File: src/rtl/wdg_pkg.sv
package wdg_pkg;

  localparam int DATA_W = 8;
  localparam int ADDR_W = 3;
  localparam int CODE_W = 4;

  localparam logic [ADDR_W-1:0] A_CTL    = 3'd0;
  localparam logic [ADDR_W-1:0] A_TIMING = 3'd1;
  localparam logic [ADDR_W-1:0] A_WARN   = 3'd2;
  localparam logic [ADDR_W-1:0] A_IE_SET = 3'd3;
  localparam logic [ADDR_W-1:0] A_IE_CLR = 3'd4;
  localparam logic [ADDR_W-1:0] A_FLAG   = 3'd5;
  localparam logic [ADDR_W-1:0] A_KICK   = 3'd6;

  typedef struct packed {
    logic              run;
    logic              wen;
    logic              aon;
    logic [CODE_W-1:0] per_code;
    logic [CODE_W-1:0] win_code;
    logic [CODE_W-1:0] warn_code;
  } wdg_cfg_t;

  // cycles for a code: 8 shifted left by the code
  function automatic logic [31:0] code_cycles(input logic [CODE_W-1:0] code);
    return 32'd8 << code;
  endfunction

endpackage

File: src/rtl/wdg_regs.sv
module wdg_regs
  import wdg_pkg::*;
#(
  parameter logic [DATA_W-1:0] KEY_VAL = 8'hA5
) (
  input  logic              clk,
  input  logic              rst,
  input  logic              wr_en,
  input  logic [ADDR_W-1:0] addr,
  input  logic [DATA_W-1:0] wdata,
  input  logic              ie_q,
  input  logic              flag_q,
  output wdg_cfg_t          cfg,
  output logic [DATA_W-1:0] rdata,
  output logic              ie_set_wr,
  output logic              ie_clr_wr,
  output logic              flag_clr_wr,
  output logic              kick_wr,
  output logic              kick_ok
);

  localparam int PAD_CTL  = DATA_W - 3;
  localparam int PAD_WARN = DATA_W - CODE_W;
  localparam int PAD_BIT  = DATA_W - 1;

  logic wr_ctl, wr_timing, wr_warn;

  always_comb begin
    wr_ctl      = wr_en && (addr == A_CTL);
    wr_timing   = wr_en && (addr == A_TIMING) && !cfg.aon;
    wr_warn     = wr_en && (addr == A_WARN) && !cfg.aon;
    ie_set_wr   = wr_en && (addr == A_IE_SET) && wdata[0];
    ie_clr_wr   = wr_en && (addr == A_IE_CLR) && wdata[0];
    flag_clr_wr = wr_en && (addr == A_FLAG) && wdata[0];
    kick_wr     = wr_en && (addr == A_KICK);
    kick_ok     = (wdata == KEY_VAL);
  end

  always_ff @(posedge clk) begin
    if (rst) begin
      cfg <= '0;
    end else begin
      if (wr_ctl) begin
        cfg.run <= wdata[0];
        cfg.wen <= wdata[1];
        cfg.aon <= cfg.aon | wdata[2];
      end
      if (wr_timing) begin
        cfg.per_code <= wdata[CODE_W-1:0];
        cfg.win_code <= wdata[2*CODE_W-1:CODE_W];
      end
      if (wr_warn) begin
        cfg.warn_code <= wdata[CODE_W-1:0];
      end
    end
  end

  always_ff @(posedge clk) begin
    if (rst) begin
      rdata <= '0;
    end else begin
      unique case (addr)
        A_CTL:    rdata <= {{PAD_CTL{1'b0}}, cfg.aon, cfg.wen, cfg.run};
        A_TIMING: rdata <= {cfg.win_code, cfg.per_code};
        A_WARN:   rdata <= {{PAD_WARN{1'b0}}, cfg.warn_code};
        A_IE_SET,
        A_IE_CLR: rdata <= {{PAD_BIT{1'b0}}, ie_q};
        A_FLAG:   rdata <= {{PAD_BIT{1'b0}}, flag_q};
        default:  rdata <= '0;
      endcase
    end
  end

  AST_AON_STICKY: assert property (@(posedge clk) disable iff (rst)
    cfg.aon |=> cfg.aon);
  AST_TIMING_FROZEN: assert property (@(posedge clk) disable iff (rst)
    cfg.aon |=> ($stable(cfg.per_code) && $stable(cfg.win_code) && $stable(cfg.warn_code)));

endmodule

File: src/rtl/wdg_core.sv
module wdg_core
  import wdg_pkg::*;
(
  input  logic     clk,
  input  logic     rst,
  input  wdg_cfg_t cfg,
  input  logic     kick_wr,
  input  logic     kick_ok,
  output logic     warn_hit,
  output logic     sys_rst
);

  localparam int CNT_W = 3 + (1 << CODE_W);

  logic             running;
  logic [CNT_W-1:0] cnt, cnt_inc, cnt_d;
  logic [CNT_W-1:0] per_cyc, win_cyc, warn_cyc;
  logic             fault_d;

  always_comb begin
    running  = cfg.run | cfg.aon;
    per_cyc  = CNT_W'(code_cycles(cfg.per_code));
    win_cyc  = CNT_W'(code_cycles(cfg.win_code));
    warn_cyc = CNT_W'(code_cycles(cfg.warn_code));
    cnt_inc  = cnt + 1'b1;
    cnt_d    = cnt;
    fault_d  = 1'b0;
    warn_hit = 1'b0;
    if (!running) begin
      cnt_d = '0;
    end else if (kick_wr) begin
      cnt_d   = '0;
      fault_d = !kick_ok || (cfg.wen && (cnt < win_cyc));
    end else if (cnt_inc >= per_cyc) begin
      cnt_d   = '0;
      fault_d = 1'b1;
    end else begin
      cnt_d    = cnt_inc;
      warn_hit = (cnt_inc == warn_cyc);
    end
  end

  always_ff @(posedge clk) begin
    if (rst) begin
      cnt     <= '0;
      sys_rst <= 1'b0;
    end else begin
      cnt     <= cnt_d;
      sys_rst <= fault_d && !sys_rst;
    end
  end

  AST_IDLE_HOLD: assert property (@(posedge clk) disable iff (rst)
    !running |=> (cnt == '0 && !sys_rst));
  AST_PULSE_SINGLE: assert property (@(posedge clk) disable iff (rst)
    sys_rst |=> !sys_rst);
  AST_PULSE_RESTART: assert property (@(posedge clk) disable iff (rst)
    sys_rst |-> (cnt == '0));
  AST_BAD_KEY: assert property (@(posedge clk) disable iff (rst)
    (running && kick_wr && !kick_ok && !sys_rst) |=> sys_rst);

endmodule

File: src/rtl/wdg_irq.sv
module wdg_irq (
  input  logic clk,
  input  logic rst,
  input  logic warn_hit,
  input  logic ie_set_wr,
  input  logic ie_clr_wr,
  input  logic flag_clr_wr,
  output logic ie_q,
  output logic flag_q,
  output logic irq
);

  always_ff @(posedge clk) begin
    if (rst) begin
      ie_q   <= 1'b0;
      flag_q <= 1'b0;
      irq    <= 1'b0;
    end else begin
      if (ie_set_wr)      ie_q <= 1'b1;
      else if (ie_clr_wr) ie_q <= 1'b0;
      if (warn_hit)         flag_q <= 1'b1;
      else if (flag_clr_wr) flag_q <= 1'b0;
      irq <= flag_q & ie_q;
    end
  end

  AST_IRQ_NEEDS_IE: assert property (@(posedge clk) disable iff (rst)
    !ie_q |=> !irq);
  AST_FLAG_CLEARS: assert property (@(posedge clk) disable iff (rst)
    (flag_clr_wr && !warn_hit) |=> !flag_q);

endmodule

File: src/rtl/wdg_guard.sv
module wdg_guard
  import wdg_pkg::*;
#(
  parameter logic [7:0] KEY_VAL = 8'hA5
) (
  input  logic       clk,
  input  logic       rst,
  input  logic       wr_en,
  input  logic [2:0] addr,
  input  logic [7:0] wdata,
  output logic [7:0] rdata,
  output logic       irq,
  output logic       sys_rst
);

  wdg_cfg_t cfg;
  logic ie_q, flag_q, warn_hit;
  logic ie_set_wr, ie_clr_wr, flag_clr_wr, kick_wr, kick_ok;

  wdg_regs #(.KEY_VAL(KEY_VAL)) u_regs (
    .clk         (clk),
    .rst         (rst),
    .wr_en       (wr_en),
    .addr        (addr),
    .wdata       (wdata),
    .ie_q        (ie_q),
    .flag_q      (flag_q),
    .cfg         (cfg),
    .rdata       (rdata),
    .ie_set_wr   (ie_set_wr),
    .ie_clr_wr   (ie_clr_wr),
    .flag_clr_wr (flag_clr_wr),
    .kick_wr     (kick_wr),
    .kick_ok     (kick_ok)
  );

  wdg_core u_core (
    .clk      (clk),
    .rst      (rst),
    .cfg      (cfg),
    .kick_wr  (kick_wr),
    .kick_ok  (kick_ok),
    .warn_hit (warn_hit),
    .sys_rst  (sys_rst)
  );

  wdg_irq u_irq (
    .clk         (clk),
    .rst         (rst),
    .warn_hit    (warn_hit),
    .ie_set_wr   (ie_set_wr),
    .ie_clr_wr   (ie_clr_wr),
    .flag_clr_wr (flag_clr_wr),
    .ie_q        (ie_q),
    .flag_q      (flag_q),
    .irq         (irq)
  );

endmodule

File: config.mk
export PLATFORM = sky130hd
export DESIGN_NAME = wdg_guard
export DESIGN_NICKNAME = d
export VERILOG_FILES = /design/src/rtl/wdg_pkg.sv /design/src/rtl/wdg_regs.sv /design/src/rtl/wdg_core.sv /design/src/rtl/wdg_irq.sv /design/src/rtl/wdg_guard.sv
export SDC_FILE = /design/constraint.sdc
export NUM_CORES = 1
export LEC_CHECK = 0
export ABC_CLOCK_PERIOD_IN_PS = 6150
export BUFFER_PORTS_ARGS = -buffer_cell sky130_fd_sc_hd__buf_4
export CAP_MARGIN = 15
export CORE_MARGIN = 1.5
export CORE_UTILIZATION = 35
export CTS_BUF_LIST = sky130_fd_sc_hd__clkbuf_8
export DETAILED_ROUTE_END_ITERATION = 10
export GPL_TIMING_DRIVEN = 0
export HOLD_SLACK_MARGIN = 0.15
export MAX_ROUTING_LAYER = met4
export SETUP_SLACK_MARGIN = 0.02
export SYNTH_ARGS = -nofsm -noshare
export SYNTH_HDL_FRONTEND = slang
export SYNTH_SLANG_ARGS = --single-unit
File: constraint.sdc
create_clock -name clk -period 6.15 [get_ports clk]
set_clock_uncertainty 0.05 [all_clocks]
set_input_delay 1.23 -clock clk [delete_from_list [all_inputs] [get_ports clk]]
set_output_delay 1.23 -clock clk [all_outputs]
set_load 0.01 [all_outputs]
==> results.md, run 1 <==
* Status: finished clean
* Final Setup Violations at 0
* Clock transition at path regs at 0.08 ns
* Core area at 9200 µm²
* CTS Sinks at 46
* Post-synth EDFFs at 0
* Placed Area at 3600 µm²
* Gr ovfl total at 0
* Setup bufs post-CTS at 0
* Die width at 100 µm
* Fmax at 247 MHz
* Fin util at 0.403
* Final worst path period need at 4.04 ns
* 1st-pass router iterations at 4
* Worst min-delay path class: reg2reg
* RSZ-0062 raised after global routing: no
* Mapped Cells at 418
* Share of cells above drive strength 1 at 0.105
* Area grow syn2layout at 12.6%
* Cell Area, Synth at 3290 µm²
* Buf/Inv on CP at 3
* Slowest-stage cell, CP: clkbuf_1
* CP top delay family: simple AND/OR/NAND/NOR gates
* Least-Margin Pin Slew at 0.868 ns
* Seq/Total Area, Yosys at 0.280
* Initial antenna violation count at 0
* Register bit count reported by yosys at 46
* Final Cycle Share at 0.657
* Initial core utilization at 0.358
* Final hold viol count at 0
* CP Class: reg2reg
* Routed Wire Length at 8.37 mm
* Num rows at 35
* DP Wirelength at 6.74 mm
* DRC errors left at 0
* H-tree levels at 2
* CTS buffer count at 5
* DR vias/cell at 5.44
* Yosys warnings at 0
* Vias at 3,039
* Final Cell Area at 3710 µm²
* Top_reg_cell synth: dfxtp_1
* R2R setup slack at 2.11 ns
* Mean routed wirelength per cell at 15.0 µm
* Fillcell total at 965
* Mapped Nets at 465
* Global-route wire length before repair at 14.1 mm
* Crit end category: flip-flop
* Total power at 0.000574 W
* CP Launch Type: flip-flop
* Final Max Slew Viols at 0
* Diode count at 0
* Post-CTS sizing at 0
* Max stage delay on crit path at 0.47 ns
* Largest net degree at the start of global routing at 15
* Full die area at 10000 µm²
* Cells after DPL at 551
* Hold Buf Count CTS at 0
* Max_cap viols at 0
* Clk_lat worst skew at 0.30 ns
* Clock Tree Root: clkbuf_8
* Critical Path RT at 6.27 ns
* Ports at 24
* Leak pwr at 1.53 nW
* Remaining antenna violation count at 0
* Crit path DAT at 4.16 ns
* Max clock buf depth at 2
* Setup_tns at 0 ns
* Final #Nets at 494
* Ys async rst share at 0
* Maximum vdd drop at 0.0000862 V
* Cell area power density at 155 nW/µm²
* Initial drt markers at 198
* GR Util All Layers at 0.180
* GPL Wtd Cong at 0.887
* Port Buffers at 22
* CTS tree: built
* Worst path cell trace: ha_1 -> nand4_1 -> nor4_1 -> xnor2_1 -> inv_1 -> ha_1 -> nand3_1 -> nor4_1 -> o21ai_0 -> nand4_1 -> clkbuf_1 -> clkbuf_1 -> nor2_1
* Distinct cells, synth at 54
* Avg Inst Size Synth at 7.88 µm²
* Max-slew headroom at 0.418
* Vias in the first global route at 2,823
* Post-route insts no fill at 559
* Die Span Y at 100 µm
* CP max FO at 10
path summary, 6_finish.rpt:
check / cells past startpoint / start / to
worst min register to register: 1 / u_core.cnt[0] / u_core.cnt[0]
worst max register to register: 13 / u_core.cnt[0] / u_core.cnt[10]
worst max-delay path: 13 / u_core.cnt[0] / u_core.cnt[10]
worst min-delay path: 1 / u_core.cnt[0] / u_core.cnt[0]
worst reg2reg max path: stages (launching register included):
cell      delay (ns)
dfxtp_1         0.40
ha_1            0.31
nand4_1         0.28
nor4_1          0.42
xnor2_1         0.31
inv_1           0.10
ha_1            0.29
nand3_1         0.10
nor4_1          0.28
o21ai_0         0.24
nand4_1         0.18
clkbuf_1        0.40
clkbuf_1        0.47
nor2_1          0.09
registers in the layout (all words and copies together), names as in the netlist:
| register | cells |
|---|---|
| u_core.cnt | 19 |
| u_regs.cfg | 15 |
| u_irq.ie_q | 1 |
| u_irq.flag_q | 1 |
| u_regs.rdata | 8 |
| u_irq.irq | 1 |
| u_core.sys_rst | 1 |
cells in the mapped netlist (5+ instances only):
cell type	n	area, µm²
dfxtp_1	46	921
a21oi_1	16	80.1
nand3_1	26	130
xor2_1	5	43.8
clkbuf_1	17	63.8
and2_1	7	43.8
mux2i_1	17	170
nor2_1	51	191
nand4_1	15	93.8
nor3_1	16	80.1
nor2b_1	13	81.3
xnor2_1	11	96.3
inv_1	21	78.8
a211oi_1	7	52.6
nand2b_1	7	43.8
nand2_1	31	116
nor4_1	7	43.8
ha_1	33	413
o21ai_0	12	60.1
power by group:
part	switching [W]	total [W]	leakage [nW]	internal [W]
clock	0.000104	0.000224	0.0556	0.000120
sequential	0.00000171	0.000302	0.371	0.000300
combinational	0.0000301	0.0000488	1.10	0.0000187
total	0.000136	0.000574	1.53	0.000439
area by class of cell:
type / count / area [µm²] / share of cell area
buffer: 21 / 95.1 / 0.0257
multi-input combinational: 330 / 2200 / 0.593
clock buffer: 5 / 68.8 / 0.0186
sequential: 46 / 921 / 0.248
inverter: 21 / 78.8 / 0.0213
tap: 111 / 139 / 0.0375
timing repair buffer: 22 / 165 / 0.0446
clock inverter: 3 / 41.3 / 0.0111
cell usage in the layout (no fill, tap or decap), types with 15 or more instances in the layout:
cell | synthesis | final
dfxtp_1 | 46 | 46
a21oi_1 | 16 | 16
ha_1 | 33 | 33
nor2_1 | 51 | 51
inv_1 | 21 | 22
nand2_1 | 31 | 31
nand3_1 | 26 | 26
buf_4 | 1 | 23
nor3_1 | 16 | 16
mux2i_1 | 17 | 17
nand4_1 | 15 | 15
clkbuf_1 | 17 | 17
per-stage QoR:
step / hold WS, ns / setup WS [ns]
after detailed placement: 0.424 / 2.14
after global placement: 0.412 / 2.17
final: 0.439 / 2.11
after CTS: 0.449 / 2.10
after floorplan: 0.400 / 3.04
after global routing: 0.479 / 1.70
cells by family after synthesis:
family,Yosys count,share of synthesized area
and+or+nand+nor,200,0.317
AOI/OAI and AO/OA,63,0.127
DFF,46,0.280
buffers and inverters,42,0.0528
adders and majority gates,33,0.125
muxes,18,0.0551
xor gates and xnor gates,16,0.0426
per-layer routing:
| metal | share of wire | vias up | GRT usage |
|---|---|---|---|
| met2 | 0.46 | 50 | 0.281 |
| met1 | 0.49 | 1432 | 0.247 |
| li1 | - | 1553 | - |
| met4 | 0.0063 | 0 | 0.0498 |
| met3 | 0.037 | 4 | 0.0209 |
| met5 | 0 | - | - |
(Power assumes the default switching activity.)
==> run 2, diff against run 1 <==
--- a/config.mk
+++ b/config.mk
@@ -5,7 +5,8 @@
 export SDC_FILE = /design/constraint.sdc
 export NUM_CORES = 1
 export LEC_CHECK = 0
-export ABC_CLOCK_PERIOD_IN_PS = 6150
+export ABC_AREA = 1
+export ABC_CLOCK_PERIOD_IN_PS = 3800
 export BUFFER_PORTS_ARGS = -buffer_cell sky130_fd_sc_hd__buf_4
 export CAP_MARGIN = 15
 export CORE_MARGIN = 1.5
==> constraint.sdc (replaced) <==
create_clock -name clk -period 3.8 [get_ports clk]
set_clock_uncertainty 0.05 [all_clocks]
set_input_delay 0.76 -clock clk [delete_from_list [all_inputs] [get_ports clk]]
set_output_delay 0.76 -clock clk [all_outputs]
set_load 0.01 [all_outputs]
==> run 2 against run 1 <==
Sequential share of layout area down 1.9 points. First-iteration DRC count up 63%. Worst hold slack worse by 0.037 ns. Power up 68%. Die area up 7.5%. Clock power up 65%. Cell area up 8.1%. Fmax up 23%. Via count up 22%. Largest power group unchanged. Highest routed layer unchanged.
==> results.md, run 2 <==
* Clock transition at path regs at 0.09 ns (about the same)
* Initial antenna violation count at 0 (unchanged)
* Cell Area, Synth at 3550 µm² (+7.8%)
* Crit end category: flip-flop
* Final #Nets at 618 (+25%)
* Gr ovfl total at 0 (unchanged)
* Final Cell Area at 4010 µm² (+8.1%)
* Final Cycle Share at 0.865 (+0.208)
* Crit path to: u_core.cnt[17]
* Distinct cells, synth at 31 (-43%)
* CTS buffer count at 5 (unchanged)
* Max reg flops at 19 (unchanged)
* Yosys warnings at 0 (unchanged)
* Port Buffers at 23 (+4.5%)
* Area fraction of the dominant cell type after synthesis at 0.260 (-0.0201)
* Num rows at 36 (+2.9%)
* Largest net degree at the start of global routing at 15 (unchanged)
* Die Span Y at 104 µm (+3.7%)
* Status: finished clean
* Register bit count reported by yosys at 46 (unchanged)
* Worst min-delay path class: reg2reg
* Global-route wire length before repair at 16.8 mm (+19%)
* Crit path DAT at 3.47 ns (-0.69 ns)
* CP most frequent cell: nand2_1
* Share of cells above drive strength 1 at 0.110 (+0.00523)
* Largest registers: u_core.cnt: 19 flops, u_regs.cfg: 15 flops, u_regs.rdata: 8 flops
* Clock Tree Root: clkbuf_8
* Register share of total power at 0.508 (-0.018)
* Yosys top cell by area: dfxtp_1
* Initial core utilization at 0.361 (+0.00328)
* Max clock buf depth at 2 (unchanged)
* CP Launch Type: flip-flop
* Maximum vdd drop at 0.000149 V (+72%)
* Setup_tns at 0 ns (unchanged)
* Cell area power density at 241 nW/µm² (+56%)
* Critical Path RT at 3.98 ns (-2.29 ns)
* Max-slew headroom at 0.639 (+0.221)
* Vias in the first global route at 3,495 (+24%)
* Area grow syn2layout at 13.0%
* Fmax at 304 MHz (+23%)
* Max stage delay on crit path at 0.40 ns (-0.07 ns)
* FF-to-FF Start: u_core.cnt[0]
* Combinational share of power at 0.109 (+0.024)
* GPL Wtd Cong at 0.913 (+2.9%)
* Mean routed wirelength per cell at 14.1 µm (-5.8%)
* Ports at 24 (unchanged)
* Full die area at 10,700 µm² (+7.5%)
* RSZ-0062 raised after global routing: no
* Sw frac at 0.259 (+0.0227)
* GR Util All Layers at 0.196 (+0.0161)
* Vias at 3,693 (+22%)
* Clk_lat worst skew at 0.30 ns (about the same)
* Commonest cells after routing, fill and taps aside: nand2_1 (121), inv_1 (53), nor2_1 (51), a21oi_1 (51)
* 1st-pass router iterations at 6 (+2)
* Final Max Slew Viols at 0 (unchanged)
* Placed Area at 3890 µm² (+8.1%)
* CTS Sinks at 46 (unchanged)
* Clock power share at 0.383 (-0.006)
* Final hold viol count at 0 (unchanged)
* Slowest-stage cell, CP: dfxtp_1
* Worst r2r dst: u_core.cnt[17]
* Buf/Inv on CP at 1 (-2)
* CP Class: reg2reg
* Diode count at 0 (unchanged)
* Total power at 0.000967 W (+68%)
* CP max FO at 10 (unchanged)
* Hold depth at 2 (+1)
* Register-to-Register Path Depth at 15 (+2)
* R2R setup slack at 0.51 ns (-1.59 ns)
* Largest cells by area after synthesis: dfxtp_1 (26%), nand2_1 (13%), ha_1 (12%), nand4_1 (8.1%), a21oi_1 (7.3%)
* Final worst path period need at 3.29 ns (-0.756 ns)
* Mapped Nets at 588 (+26%)
* Most flop-heavy register: u_core.cnt
* CTS tree: built
* Top_reg_cell synth: dfxtp_1
* CP Depth at 15 (+2)
* DP Wirelength at 8.12 mm (+20%)
* Routed Wire Length at 9.94 mm (+19%)
* Core area at 9820 µm² (+6.8%)
* Seq/Total Area, Yosys at 0.260 (-0.0201)
* CP top delay family: compound AO/OA/AOI/OAI gates
* Initial drt markers at 323 (+63%)
* Ys async rst share at 0 (unchanged)
* DR vias/cell at 5.24 (-3.6%)
* Hold_sp: u_irq.ie_q
* Most common cell after layout, fill and taps aside: nand2_1
* Mapped Cells at 541 (+29%)
* DRC errors left at 0 (unchanged)
* Worst setup startpoint: u_core.cnt[0]
* Top cells by count, synth: nand2_1 (121), a21oi_1 (52), inv_1 (52)
* Die width at 104 µm (+3.7%)
* Internal cell power at 0.000716 W (+63%)
* Max_cap viols at 0 (unchanged)
* H-tree levels at 2 (unchanged)
* Remaining antenna violation count at 0 (unchanged)
* Net Sw Power at 0.000250 W (+85%)
* Least-Margin Pin Slew at 0.541 ns (-0.327 ns)
* Leak pwr at 1.68 nW (+9.6%)
* Most common cell in the netlist: nand2_1
* Worst path cell trace: ha_1 -> nand3_1 -> o21ai_0 -> nand2_1 -> ha_1 -> a21oi_1 -> o21ai_0 -> nand2_1 -> o211ai_1 -> nand2_1 -> nand2_1 -> a21oi_2 -> nand3_4 -> buf_2 -> a21oi_1
* Avg Inst Size Synth at 6.56 µm² (-17%)
* Post-synth EDFFs at 0 (unchanged)
* Final Setup Violations at 0 (unchanged)
## run 2: power by group through the flow
stage / clock network [W] / logic [W] / registers [W]
2_1_floorplan: 0 / 0.0000631 / 0.000502
3_3_place_gp: 0 / 0.000101 / 0.000502
3_5_place_dp: 0 / 0.000102 / 0.000503
4_1_cts: 0.000375 / 0.000103 / 0.000491
5_1_grt: 0.000394 / 0.000118 / 0.000492
6_report: 0.000370 / 0.000105 / 0.000491
## run 2: what timing repair did
| item | CTS | global route |
|---|---|---|
| hold buffers | 0 | 0 |
| endpoints found under the setup margin | 0 | 10 |
| buffers inserted | 0 | 0 |
| resized for setup | 0 | 2 |
## run 2: how the worst min path moves through the flow
stage / slack (ns) / end
global placement: 0.39 / u_irq.irq
global route: 0.43 / u_irq.irq
CTS: 0.41 / u_irq.irq
finish: 0.40 / u_irq.irq
detailed placement: 0.39 / u_irq.irq
floorplan: 0.37 / u_irq.irq
## run 2: worst register-to-register path, stage by stage, from the launching register on
cell      delay [ns]
dfxtp_1         0.40
ha_1            0.25
nand3_1         0.18
o21ai_0         0.38
nand2_1         0.15
ha_1            0.34
a21oi_1         0.14
o21ai_0         0.10
nand2_1         0.07
o211ai_1        0.09
nand2_1         0.07
nand2_1         0.06
a21oi_2         0.28
nand3_4         0.23
buf_2           0.28
a21oi_1         0.15
## run 2: final cells by class
| class | instances | area (µm²) |
|---|---|---|
| timing repair buffer | 23 | 173 |
| multi-input combinational | 417 | 2340 |
| buffer | 17 | 71.3 |
| fill | 1104 | 5810 |
| inverter | 61 | 229 |
| clock buffer | 5 | 68.8 |
| sequential | 46 | 921 |
| clock inverter | 3 | 41.3 |
| tap | 133 | 166 |
## run 2: logic make-up (layout without fill, tap and decap cells)
logic type	Yosys count	in the layout	share of synthesized area
AND/OR/NAND/NOR	296	296	0.407
buffers and inverters	78	109	0.0847
adder cells (fa/ha/maj)	33	33	0.116
AO/OA/AOI/OAI	88	88	0.132
flip-flops	46	46	0.260
## run 2: per-stage QoR
step                      std cells  hold slack [ns]  utilization  setup WS (ns)
after floorplan                 541            0.373            -           1.18
after global placement          697            0.390        0.396          0.328
after detailed placement        697            0.394        0.396          0.284
after CTS                       705            0.406        0.407          0.253
after global routing            705            0.432        0.408          0.170
final                           705            0.402        0.408          0.513
## run 2: per-layer routing
| layer | vias to the layer above | GRT usage | wire (µm) |
|---|---|---|---|
| met5 | - | - | 0 |
| met4 | 0 | 0.0635 | 229 |
| met3 | 18 | 0.0201 | 459 |
| met2 | 102 | 0.312 | 4540 |
| met1 | 1661 | 0.262 | 4700 |
| li1 | 1912 | - | - |
